File: src/rtl/eep_pkg.sv
package eep_pkg;
  localparam int CTL_W     = 5;
  localparam int B_BYTE    = 0;
  localparam int B_ROW     = 1;
  localparam int B_ERASE   = 2;
  localparam int B_LATCH   = 3;
  localparam int B_HV      = 4;
  localparam int CNT_W     = 32;
  localparam int ROW_SHIFT = 4;
  localparam int EN_BIT    = 0;

  typedef enum logic [1:0] {TGT_ARR = 2'd0, TGT_CTL = 2'd1, TGT_CFG = 2'd2, TGT_NONE = 2'd3} tgt_e;
  typedef enum logic [1:0] {OP_PROG, OP_BERASE, OP_RERASE, OP_BULK} op_e;
  typedef enum logic [2:0] {
    E_NONE = 3'd0, E_BOTH = 3'd1, E_HV_NOLATCH = 3'd2, E_HV_NOADDR = 3'd3,
    E_WR_NOLATCH = 3'd4, E_WR_TWICE = 3'd5, E_RD_BUSY = 3'd6, E_SHORT = 3'd7
  } err_e;

  function automatic logic [CTL_W-1:0] fresh_rise(logic [CTL_W-1:0] prev, logic [CTL_W-1:0] nxt);
    return ~prev & nxt;
  endfunction

  function automatic op_e pick_op(logic [CTL_W-1:0] c, logic on_cfg);
    if (!c[B_ERASE])              return OP_PROG;
    else if (c[B_BYTE] || on_cfg) return OP_BERASE;
    else if (c[B_ROW])            return OP_RERASE;
    else                          return OP_BULK;
  endfunction

  function automatic logic hold_met(logic [CNT_W-1:0] now, logic [CNT_W-1:0] start, int unsigned min_c);
    return (now - start) >= min_c;
  endfunction

  function automatic logic same_row(int unsigned a, int unsigned b);
    return (a >> ROW_SHIFT) == (b >> ROW_SHIFT);
  endfunction
endpackage

File: src/rtl/eep_hold_timer.sv
module eep_hold_timer
  import eep_pkg::*;
#(
  parameter int unsigned MIN_HOLD = 10000
) (
  input  logic clk,
  input  logic rst_n,
  input  logic arm,
  output logic hold_ok
);
  logic [CNT_W-1:0] cyc_q;
  logic [CNT_W-1:0] start_q;

  always_ff @(posedge clk) begin
    if (!rst_n) begin
      cyc_q   <= '0;
      start_q <= '0;
    end else begin
      cyc_q <= cyc_q + 1'b1;
      if (arm) start_q <= cyc_q;
    end
  end

  assign hold_ok = hold_met(cyc_q, start_q, MIN_HOLD);
endmodule

File: src/rtl/eep_seq.sv
module eep_seq
  import eep_pkg::*;
#(
  parameter int IW      = 7,
  parameter int CFG_IDX = 64
) (
  input  logic             clk,
  input  logic             rst_n,
  input  logic             cpu_run,
  input  logic             ctl_we,
  input  logic             data_we,
  input  logic             rd_arr,
  input  logic [7:0]       wdata,
  input  logic [IW-1:0]    widx,
  input  logic             hold_ok,
  output logic [CTL_W-1:0] ctl_q,
  output logic             cap_vld,
  output logic [IW-1:0]    cap_idx,
  output logic [7:0]       cap_byte,
  output logic             arm,
  output logic             commit,
  output op_e              commit_op,
  output logic             direct_we,
  output logic             err_flag,
  output logic [2:0]       err_code
);
  logic [CTL_W-1:0] newly;
  logic both_bad, ctl_ok, hv_up, hv_dn, cap_ev, short_ev;
  err_e ev, err_q;

  assign newly     = fresh_rise(ctl_q, wdata[CTL_W-1:0]);
  assign both_bad  = ctl_we && newly[B_LATCH] && newly[B_HV];
  assign ctl_ok    = ctl_we && !both_bad;
  assign hv_up     = ctl_ok && !ctl_q[B_HV] && wdata[B_HV];
  assign hv_dn     = ctl_ok && ctl_q[B_HV] && !wdata[B_HV];
  assign arm       = hv_up;
  assign short_ev  = hv_dn && !hold_ok;
  assign commit    = hv_dn && hold_ok && cap_vld;
  assign commit_op = pick_op(ctl_q, cap_idx == IW'(CFG_IDX));
  assign cap_ev    = data_we && cpu_run && ctl_q[B_LATCH] && !cap_vld;
  assign direct_we = data_we && !cpu_run && rst_n;

  always_comb begin
    if (both_bad)                                  ev = E_BOTH;
    else if (hv_up && !ctl_q[B_LATCH])             ev = E_HV_NOLATCH;
    else if (hv_up && !cap_vld)                    ev = E_HV_NOADDR;
    else if (short_ev)                             ev = E_SHORT;
    else if (data_we && cpu_run && !ctl_q[B_LATCH]) ev = E_WR_NOLATCH;
    else if (data_we && cpu_run && cap_vld)        ev = E_WR_TWICE;
    else if (rd_arr && cpu_run && ctl_q[B_LATCH])  ev = E_RD_BUSY;
    else                                           ev = E_NONE;
  end

  always_ff @(posedge clk) begin
    if (!rst_n) begin
      ctl_q    <= '0;
      cap_vld  <= 1'b0;
      cap_idx  <= '0;
      cap_byte <= '0;
      err_flag <= 1'b0;
      err_q    <= E_NONE;
    end else begin
      if (ctl_ok) ctl_q <= wdata[CTL_W-1:0];
      if (ctl_ok && (!wdata[B_LATCH] || hv_dn)) begin
        cap_vld <= 1'b0;
      end else if (cap_ev) begin
        cap_vld  <= 1'b1;
        cap_idx  <= widx;
        cap_byte <= wdata;
      end
      if (!err_flag && ev != E_NONE) begin
        err_flag <= 1'b1;
        err_q    <= ev;
      end
    end
  end

  assign err_code = err_q;
endmodule

File: src/rtl/eep_store.sv
module eep_store
  import eep_pkg::*;
#(
  parameter int NB = 64,
  parameter int IW = 7
) (
  input  logic          clk,
  input  logic          commit,
  input  op_e           op,
  input  logic [IW-1:0] cap_idx,
  input  logic [7:0]    cap_byte,
  input  logic          direct_we,
  input  logic [IW-1:0] widx,
  input  logic [7:0]    wdata,
  input  logic [IW-1:0] rd_idx,
  output logic [7:0]    rd_byte,
  output logic [7:0]    cfg_byte
);
  logic [7:0] mem [0:NB];

  initial begin
    for (int i = 0; i <= NB; i++) mem[i] = 8'hFF;
  end

  always_ff @(posedge clk) begin
    for (int i = 0; i <= NB; i++) begin
      if (commit) begin
        unique case (op)
          OP_PROG:   if (IW'(i) == cap_idx) mem[i] <= mem[i] & cap_byte;
          OP_BERASE: if (IW'(i) == cap_idx) mem[i] <= 8'hFF;
          OP_RERASE: if (i < NB && same_row(i, 32'(cap_idx))) mem[i] <= 8'hFF;
          OP_BULK:   mem[i] <= 8'hFF;
          default: ;
        endcase
      end else if (direct_we && IW'(i) == widx) begin
        mem[i] <= wdata;
      end
    end
  end

  assign rd_byte  = mem[rd_idx];
  assign cfg_byte = mem[NB];
endmodule

File: src/rtl/eep_prog_ctrl.sv
module eep_prog_ctrl
  import eep_pkg::*;
#(
  parameter int ARR_BYTES         = 64,
  parameter int unsigned MIN_HOLD = 10000,
  localparam int AW      = $clog2(ARR_BYTES),
  localparam int IW      = $clog2(ARR_BYTES + 1),
  localparam int CFG_IDX = ARR_BYTES
) (
  input  logic          clk,
  input  logic          rst_n,
  input  logic          cpu_run,
  input  logic          bus_rd,
  input  logic          bus_wr,
  input  logic [1:0]    bus_tgt,
  input  logic [AW-1:0] bus_addr,
  input  logic [7:0]    bus_wdata,
  output logic [7:0]    bus_rdata,
  output logic          err_flag,
  output logic [2:0]    err_code
);
  logic sel_arr, sel_ctl, sel_cfg, arr_on;
  logic ctl_we, data_we, rd_arr;
  logic [IW-1:0] widx, rd_idx, cap_idx;
  logic [CTL_W-1:0] ctl_q;
  logic cap_vld, arm, commit, direct_we, hold_ok;
  logic [7:0] cap_byte, rd_byte, cfg_byte, cfg_act;
  op_e commit_op;

  assign sel_arr = bus_tgt == TGT_ARR;
  assign sel_ctl = bus_tgt == TGT_CTL;
  assign sel_cfg = bus_tgt == TGT_CFG;
  assign arr_on  = cfg_act[EN_BIT];
  assign ctl_we  = bus_wr && sel_ctl;
  assign data_we = bus_wr && ((sel_arr && arr_on) || sel_cfg);
  assign rd_arr  = bus_rd && sel_arr && arr_on;
  assign widx    = sel_cfg ? IW'(CFG_IDX) : IW'(bus_addr);
  assign rd_idx  = IW'(bus_addr);

  always_ff @(posedge clk) begin
    if (!rst_n) cfg_act <= cfg_byte;
  end

  always_comb begin
    if (sel_ctl)                bus_rdata = {{(8-CTL_W){1'b0}}, ctl_q};
    else if (sel_cfg)           bus_rdata = cfg_act;
    else if (sel_arr && arr_on) bus_rdata = rd_byte;
    else                        bus_rdata = 8'hFF;
  end

  eep_hold_timer #(.MIN_HOLD(MIN_HOLD)) u_timer (
    .clk(clk), .rst_n(rst_n), .arm(arm), .hold_ok(hold_ok)
  );

  eep_seq #(.IW(IW), .CFG_IDX(CFG_IDX)) u_seq (
    .clk(clk), .rst_n(rst_n), .cpu_run(cpu_run), .ctl_we(ctl_we),
    .data_we(data_we), .rd_arr(rd_arr), .wdata(bus_wdata), .widx(widx),
    .hold_ok(hold_ok), .ctl_q(ctl_q), .cap_vld(cap_vld), .cap_idx(cap_idx),
    .cap_byte(cap_byte), .arm(arm), .commit(commit), .commit_op(commit_op),
    .direct_we(direct_we), .err_flag(err_flag), .err_code(err_code)
  );

  eep_store #(.NB(ARR_BYTES), .IW(IW)) u_store (
    .clk(clk), .commit(commit), .op(commit_op), .cap_idx(cap_idx),
    .cap_byte(cap_byte), .direct_we(direct_we), .widx(widx),
    .wdata(bus_wdata), .rd_idx(rd_idx), .rd_byte(rd_byte), .cfg_byte(cfg_byte)
  );
endmodule

File: config.mk
export PLATFORM = sky130hd
export DESIGN_NAME = eep_prog_ctrl
export DESIGN_NICKNAME = d
export VERILOG_FILES = /design/src/rtl/eep_pkg.sv /design/src/rtl/eep_hold_timer.sv /design/src/rtl/eep_seq.sv /design/src/rtl/eep_store.sv /design/src/rtl/eep_prog_ctrl.sv
export SDC_FILE = /design/constraint.sdc
export NUM_CORES = 2
export LEC_CHECK = 0
export ABC_AREA = 1
export BUFFER_PORTS_ARGS = -buffer_cell sky130_fd_sc_hd__buf_4
export CAP_MARGIN = 20
export CELL_PAD_IN_SITES_DETAIL_PLACEMENT = 1
export CELL_PAD_IN_SITES_GLOBAL_PLACEMENT = 1
export CORE_UTILIZATION = 44
export DETAILED_ROUTE_END_ITERATION = 8
export PLACE_DENSITY = 0.88
export SYNTH_ARGS = -nofsm -noshare
export SYNTH_HDL_FRONTEND = slang
export SYNTH_SLANG_ARGS = --single-unit
File: constraint.sdc
create_clock -name clk -period 3.85 [get_ports clk]
set_input_delay 0.5775 -clock clk [delete_from_list [all_inputs] [get_ports clk]]
set_output_delay 0.5775 -clock clk [all_outputs]
set_load 0.1 [all_outputs]
After elaboration in Yosys (flattened, before gate mapping)
Memories as Yosys holds them, arrays and structs flattened.
Cells that the tools add are included.

word-level totals
  register bits = 97
  memory bits (writable) = 520
  input bits = 21
  output and inout bits = 12
  word-level logic and storage cells = 1533
  memories = 1

memories
  name         depth  width  rd ports  clocked after Yosys merged registers in  write ports  line             source
  u_store.mem  65     8      66        0                                        65           eep_store.sv:19  logic [7:0] mem [0:NB];

operators by class
  add/sub/neg operators = 2
  $lt $le $gt $ge = 1
  equal/unequal tests = 137
  multiplexer cells = 942
  bitwise operators = 328
  reductions and logical operators = 113

operators with widths
  cell                   number
  $mux 8                 262
  $mux 1                 670
  $and 8x8->8            65
  $eq 6x7->1 const A     64
  $or 1x1->1             259
  $eq 5x7->1 const A     32
  $eq 4x7->1 const A     16
  $logic_and 1x1->1      93
  $eq 3x7->1 const A     8
  $add 32x1->32 const B  1
  $ge 32x14->1 const B   1
  $logic_not 32->1       1
  $sub 32x32->32         1
  $eq 2x7->1 const A     4
  $mux 3                 7
  $eq 1x7->1 const A     2
  $eq 7x7->1 const A     2
  $logic_not 7->1        2
  $logic_not 1->1        9
  $eq 7x7->1 const B     1
  $mux 7                 1
  $eq 2x2->1 const B     3
  $eq 2x3->1 const A     2
  $and 5x5->5            1
  other kinds (10)       16

Depth between registers and ports, before layout
  depth in word-level cells = 16
  gate-level depth with buffers = 27
  gate-level depth less buffers = 25

By module
From an unflattened synthesis, not the netlist that was laid out.

second synthesis, totals
  cells, all modules = 4511
  area, all modules = 37005.5 µm²

modules (own cells, without submodules)
  module          times used  cells an instance  area each (µm²)  seq. area each (µm²)
  eep_store       1           3396               30141.4          15615.0
  eep_hold_timer  1           887                5192.5           1281.2
  eep_seq         1           152                1116.1           500.5
  eep_prog_ctrl   1           76                 555.5            240.2

Worst setup path before layout
OpenSTA, ideal clock, no wires.

  kind = input to output
  from = input port bus_addr[0]
  to = output port bus_rdata[5]
  arrival time = 3572 ps
  data required time = 3273 ps
  setup slack = -299 ps
  stages = 10
  path buffers = 3
  cells stage by stage = inv_2 > clkbuf_1 > clkbuf_1 > buf_1 > o21ai_0 > o221ai_1 > nand3_1 > nand2_1 > nand2_1 > a31oi_1

between the ends
  longest elaborated chain between the ends = 4

RTL lines
  element       line                 source
  from (decl)   eep_prog_ctrl.sv:16  input logic [AW-1:0] bus_addr,
  $mem_v2 65x8  -
  $mux 8        eep_prog_ctrl.sv:47  else if (sel_arr && arr_on) bus_rdata = rd_byte;
  $mux 8        eep_prog_ctrl.sv:46  else if (sel_cfg) bus_rdata = cfg_act;
  $mux 8        eep_prog_ctrl.sv:45  if (sel_ctl) bus_rdata = {{(8-CTL_W){1'b0}}, ctl_q};
  to (decl)     eep_prog_ctrl.sv:18  output logic [7:0] bus_rdata,

No other way between the ends.

Worst setup path after layout
  from = input port bus_addr[1]
  to = output port bus_rdata[7]

Same word-level chain as after synthesis.

==> results.py <==
metrics = {
    "setup_path": {
        "crit_path_frequent_cell": "buf_4",
        "crit_fanout": 60,
        "crit_type": "primary input to primary output",
        "slowest_stage": "a21oi_2",
        "critPathMaxStageDelay_ns": 0.37,
        "cp.required_ns": 3.27,
        "rrSetupSlack_ns": 0.10,
        "cp.arrival_ns": 3.27,
        "endpoint_kind": "primary output",
        "reg2reg_depth": 26,
        "r2r_start": "u_timer.cyc_q[0]",
        "crit_chain": "buf_4 -> inv_4 -> buf_12 -> o21ai_0 -> o221ai_1 -> a31oi_1 -> a221oi_1 -> buf_4 -> a211oi_1 -> a21oi_2 -> buf_6",
        "reg2reg_to": "u_store.mem[36][1]",
        "start_kind": "primary input",
    },
    "timing": {
        "slew_viol_final": 0,
        "whs_ns": 0.4479,
        "hold_viol_final": 0,
        "slew_headroom_pct": 18.48,
        "skew_ns": 0.03138,
        "rsz0062_at_grt": "true",
        "setup_slack_ns": -0.0007001,
        "tns_ns": -0.0007001,
        "setup_viol": 1,
        "tightestPinTransition_ns": 1.213,
        "fin_crit_ns": 3.851,
        "fin_crit_sh_pct": 100.0,
        "max_freq_mhz": 259.7,
    },
    "global_route": {
        "grt_overflow": 0,
        "first_global_vias": 44690,
        "grt_use_met1_pct": 48.67,
        "grt_use_total_pct": 38.76,
        "antenna_found_initial": 1,
        "grtUsageMet3_pct": 8.476,
        "busiest_layer": "met2",
        "grt_max_degree": 67,
        "grt_pass1_wl_um": 276100,
        "grtUsageMet2_pct": 59.70,
    },
    "logic_synthesis": {
        "synthFlopType": "edfxtp_1",
        "synth_cells": 5488,
        "ys_ff_latch": 617,
        "async_flop_share_pct": 0,
        "synth_cell_types": 53,
        "yosysWarnings": 0,
        "synth_area_leader_cell": "edfxtp_1",
        "synthTopCellsByArea": "edfxtp_1 (39%), nand2_1 (17%), nand3_1 (6.5%), nor2_1 (4.9%), o21ai_0 (4.9%)",
        "synth_edf_count": 528,
        "synth_nets": 5542,
        "ys_seq_area_share_pct": 43.80,
        "syn_area_per_cell_um2": 7.337,
        "synth_top_area_share_pct": 39.37,
        "netlist_area_um2": 40270,
    },
    "finish": {
        "layout-area-overhead-vs-synth_pct": 15.28,
        "final_area_um2": 46420,
        "post-route-util_pct": 51.41,
        "drive_gt1_share_pct": 12.81,
        "final_common_cell": "nand2_1",
        "layout_common_cells": "nand2_1 (1789), edfxtp_1 (528), nor2_1 (505), nand3_1 (505), o21ai_0 (393)",
        "final_nets": 5606,
    },
    "floorplanning": {
        "rows": 110,
        "core_area_um2": 90290,
        "initial_core_util_pct": 44.60,
        "die_x_um": 304.5,
        "ios": 33,
        "die_y_um": 304.5,
        "dieArea_um2": 92730,
    },
    "detailed_routing": {
        "drt_wl_total_um": 184600,
        "post_drt_wl_per_cell_um": 27.20,
        "vias": 44450,
        "antenna_left": 0,
        "drt_pass1_iterations": 6,
        "drtIter0Drc": 6090,
        "vias_per_cell": 6.548,
        "drc": 0,
    },
    "clock_network": {
        "cts.sinks": 617,
        "cts.path.max_buffers": 3,
        "cts_hold_buffers": 0,
        "root_buffer": "clkbuf_16",
        "cts_tree": "yes",
        "h-tree-depth": 3,
        "clk_pin_slew_ns": 0.06,
        "clock_latency_ns": 0.68,
        "cts_made_buffers": 75,
    },
    "placement": {
        "io_buffers": 32,
        "place_congestion": 0.9968,
        "place_area_um2": 43540,
        "hpwl_um": 121400,
    },
    "min_path": {
        "min_from": "bus_wdata[4]",
        "hold_path.class": "primary input to register",
        "min_to": "u_seq.err_code[1]",
        "worstHoldPathCells": 6,
    },
    "run": {
        "maxCapViolCount": 0,
    },
    "power_and_ir_drop": {
        "p_leak_nw": 18.63,
        "power.density_nw_per_um2": 343.1,
        "peakVddDrop_v": 0.0003317,
        "finalPower_mw": 15.93,
    },
    "status": {
        "violations": "setup timing",
        "outcome": "finished with violations",
    },
}
## kinds of logic after synthesis
kind of cell	synth area share, %
AOI/OAI and AO/OA	13.83
xor gates and xnor gates	0.08702
adders and majority gates	1.044
buffers and inverters	7.203
DFF	43.80
muxes	0.1740
and+or+nand+nor	33.86
## synth_stat cells (5+ instances only)
cell type,count
o311ai_0,13
nor2_1,525
nand4_1,151
o221ai_1,111
buf_2,63
a41oi_1,111
o211ai_1,12
a32o_1,8
buf_4,18
o22ai_1,9
o21ai_1,12
nand3b_1,5
nand3_2,11
o21ai_0,393
nor3_2,11
o211ai_2,5
nand3_1,520
edfxtp_1,528
a31oi_1,11
nand2_2,35
nand2_1,1814
inv_1,292
dfxtp_1,89
nor2_2,6
mux2i_1,7
a21oi_1,127
clkbuf_1,288
ha_1,32
nor3_1,137
inv_2,36
a211oi_1,6
clkinv_1,11
o21a_1,40
buf_1,12
## flip-flops by register name, indices dropped and copies added, names as in the netlist
name and count:
u_seq.cap_vld 1, u_timer.start_q 32, u_seq.cap_idx 7, cfg_act 8, u_store.mem 520, u_seq.err_code 3, u_seq.err_flag 1, u_seq.ctl_q 5
u_seq.cap_byte 8, u_timer.cyc_q 32
## where the power goes
group	total [mW]	switching (mW)	internal [mW]
Clock	7.09	3.10	3.99
Sequential	7.21	0.0289	7.18
Combinational	1.63	1.21	0.419
Total	15.9	4.34	11.6
## repair_timing
action	in CTS	in global routing
gates resized for setup	9	129
buffers inserted	1	7
setup endpoints to repair	468	1022
pin swaps	2	16
## worst max-delay path, delay by kind of cell
family                 cells  cell delay, ns
AOI/OAI and AO/OA          6            1.56
buffers and inverters      5            1.01
## layer usage
layer / vias up / wire [um]
met5: - / 7
met4: 2 / 14510
met3: 915 / 20390
met2: 2989 / 81420
met1: 21500 / 68310
li1: 19050 / -
## area by class of cell
cell class              count  area [um2]
clock buffers              98        2026
inverters                 340        1289
fillers                 11200       43870
repair buffers            372        3413
well taps                1176        1471
flip-flops and latches    617       17680
multi-input cells        4146       20230
clock inverters            39       312.8
diodes                      1       2.502
## worst max-delay path by stage
stage / startpoint / end / slack [ns]
global placement: u_timer.cyc_q[0] / u_store.mem[36][0] / -0.13
CTS: u_timer.cyc_q[0] / u_store.mem[36][0] / 0.02
floorplan: u_timer.cyc_q[0] / u_store.mem[23][0] / -0.08
detailed placement: u_timer.cyc_q[0] / u_store.mem[36][0] / -0.23
finish: bus_addr[1] / bus_rdata[7] / -0.0007
global route: u_timer.cyc_q[20] / u_store.mem[34][3] / -0.07
## metrics by stage
step                      instances  worst slack, ns
final                          6789       -0.0007001
after detailed placement       6644          -0.2298
after global placement         6644          -0.1287
after global routing           6788         -0.06567
after floorplan                5488         -0.07521
after CTS                      6782          0.02013
Power figures use the tool's default switching activity.
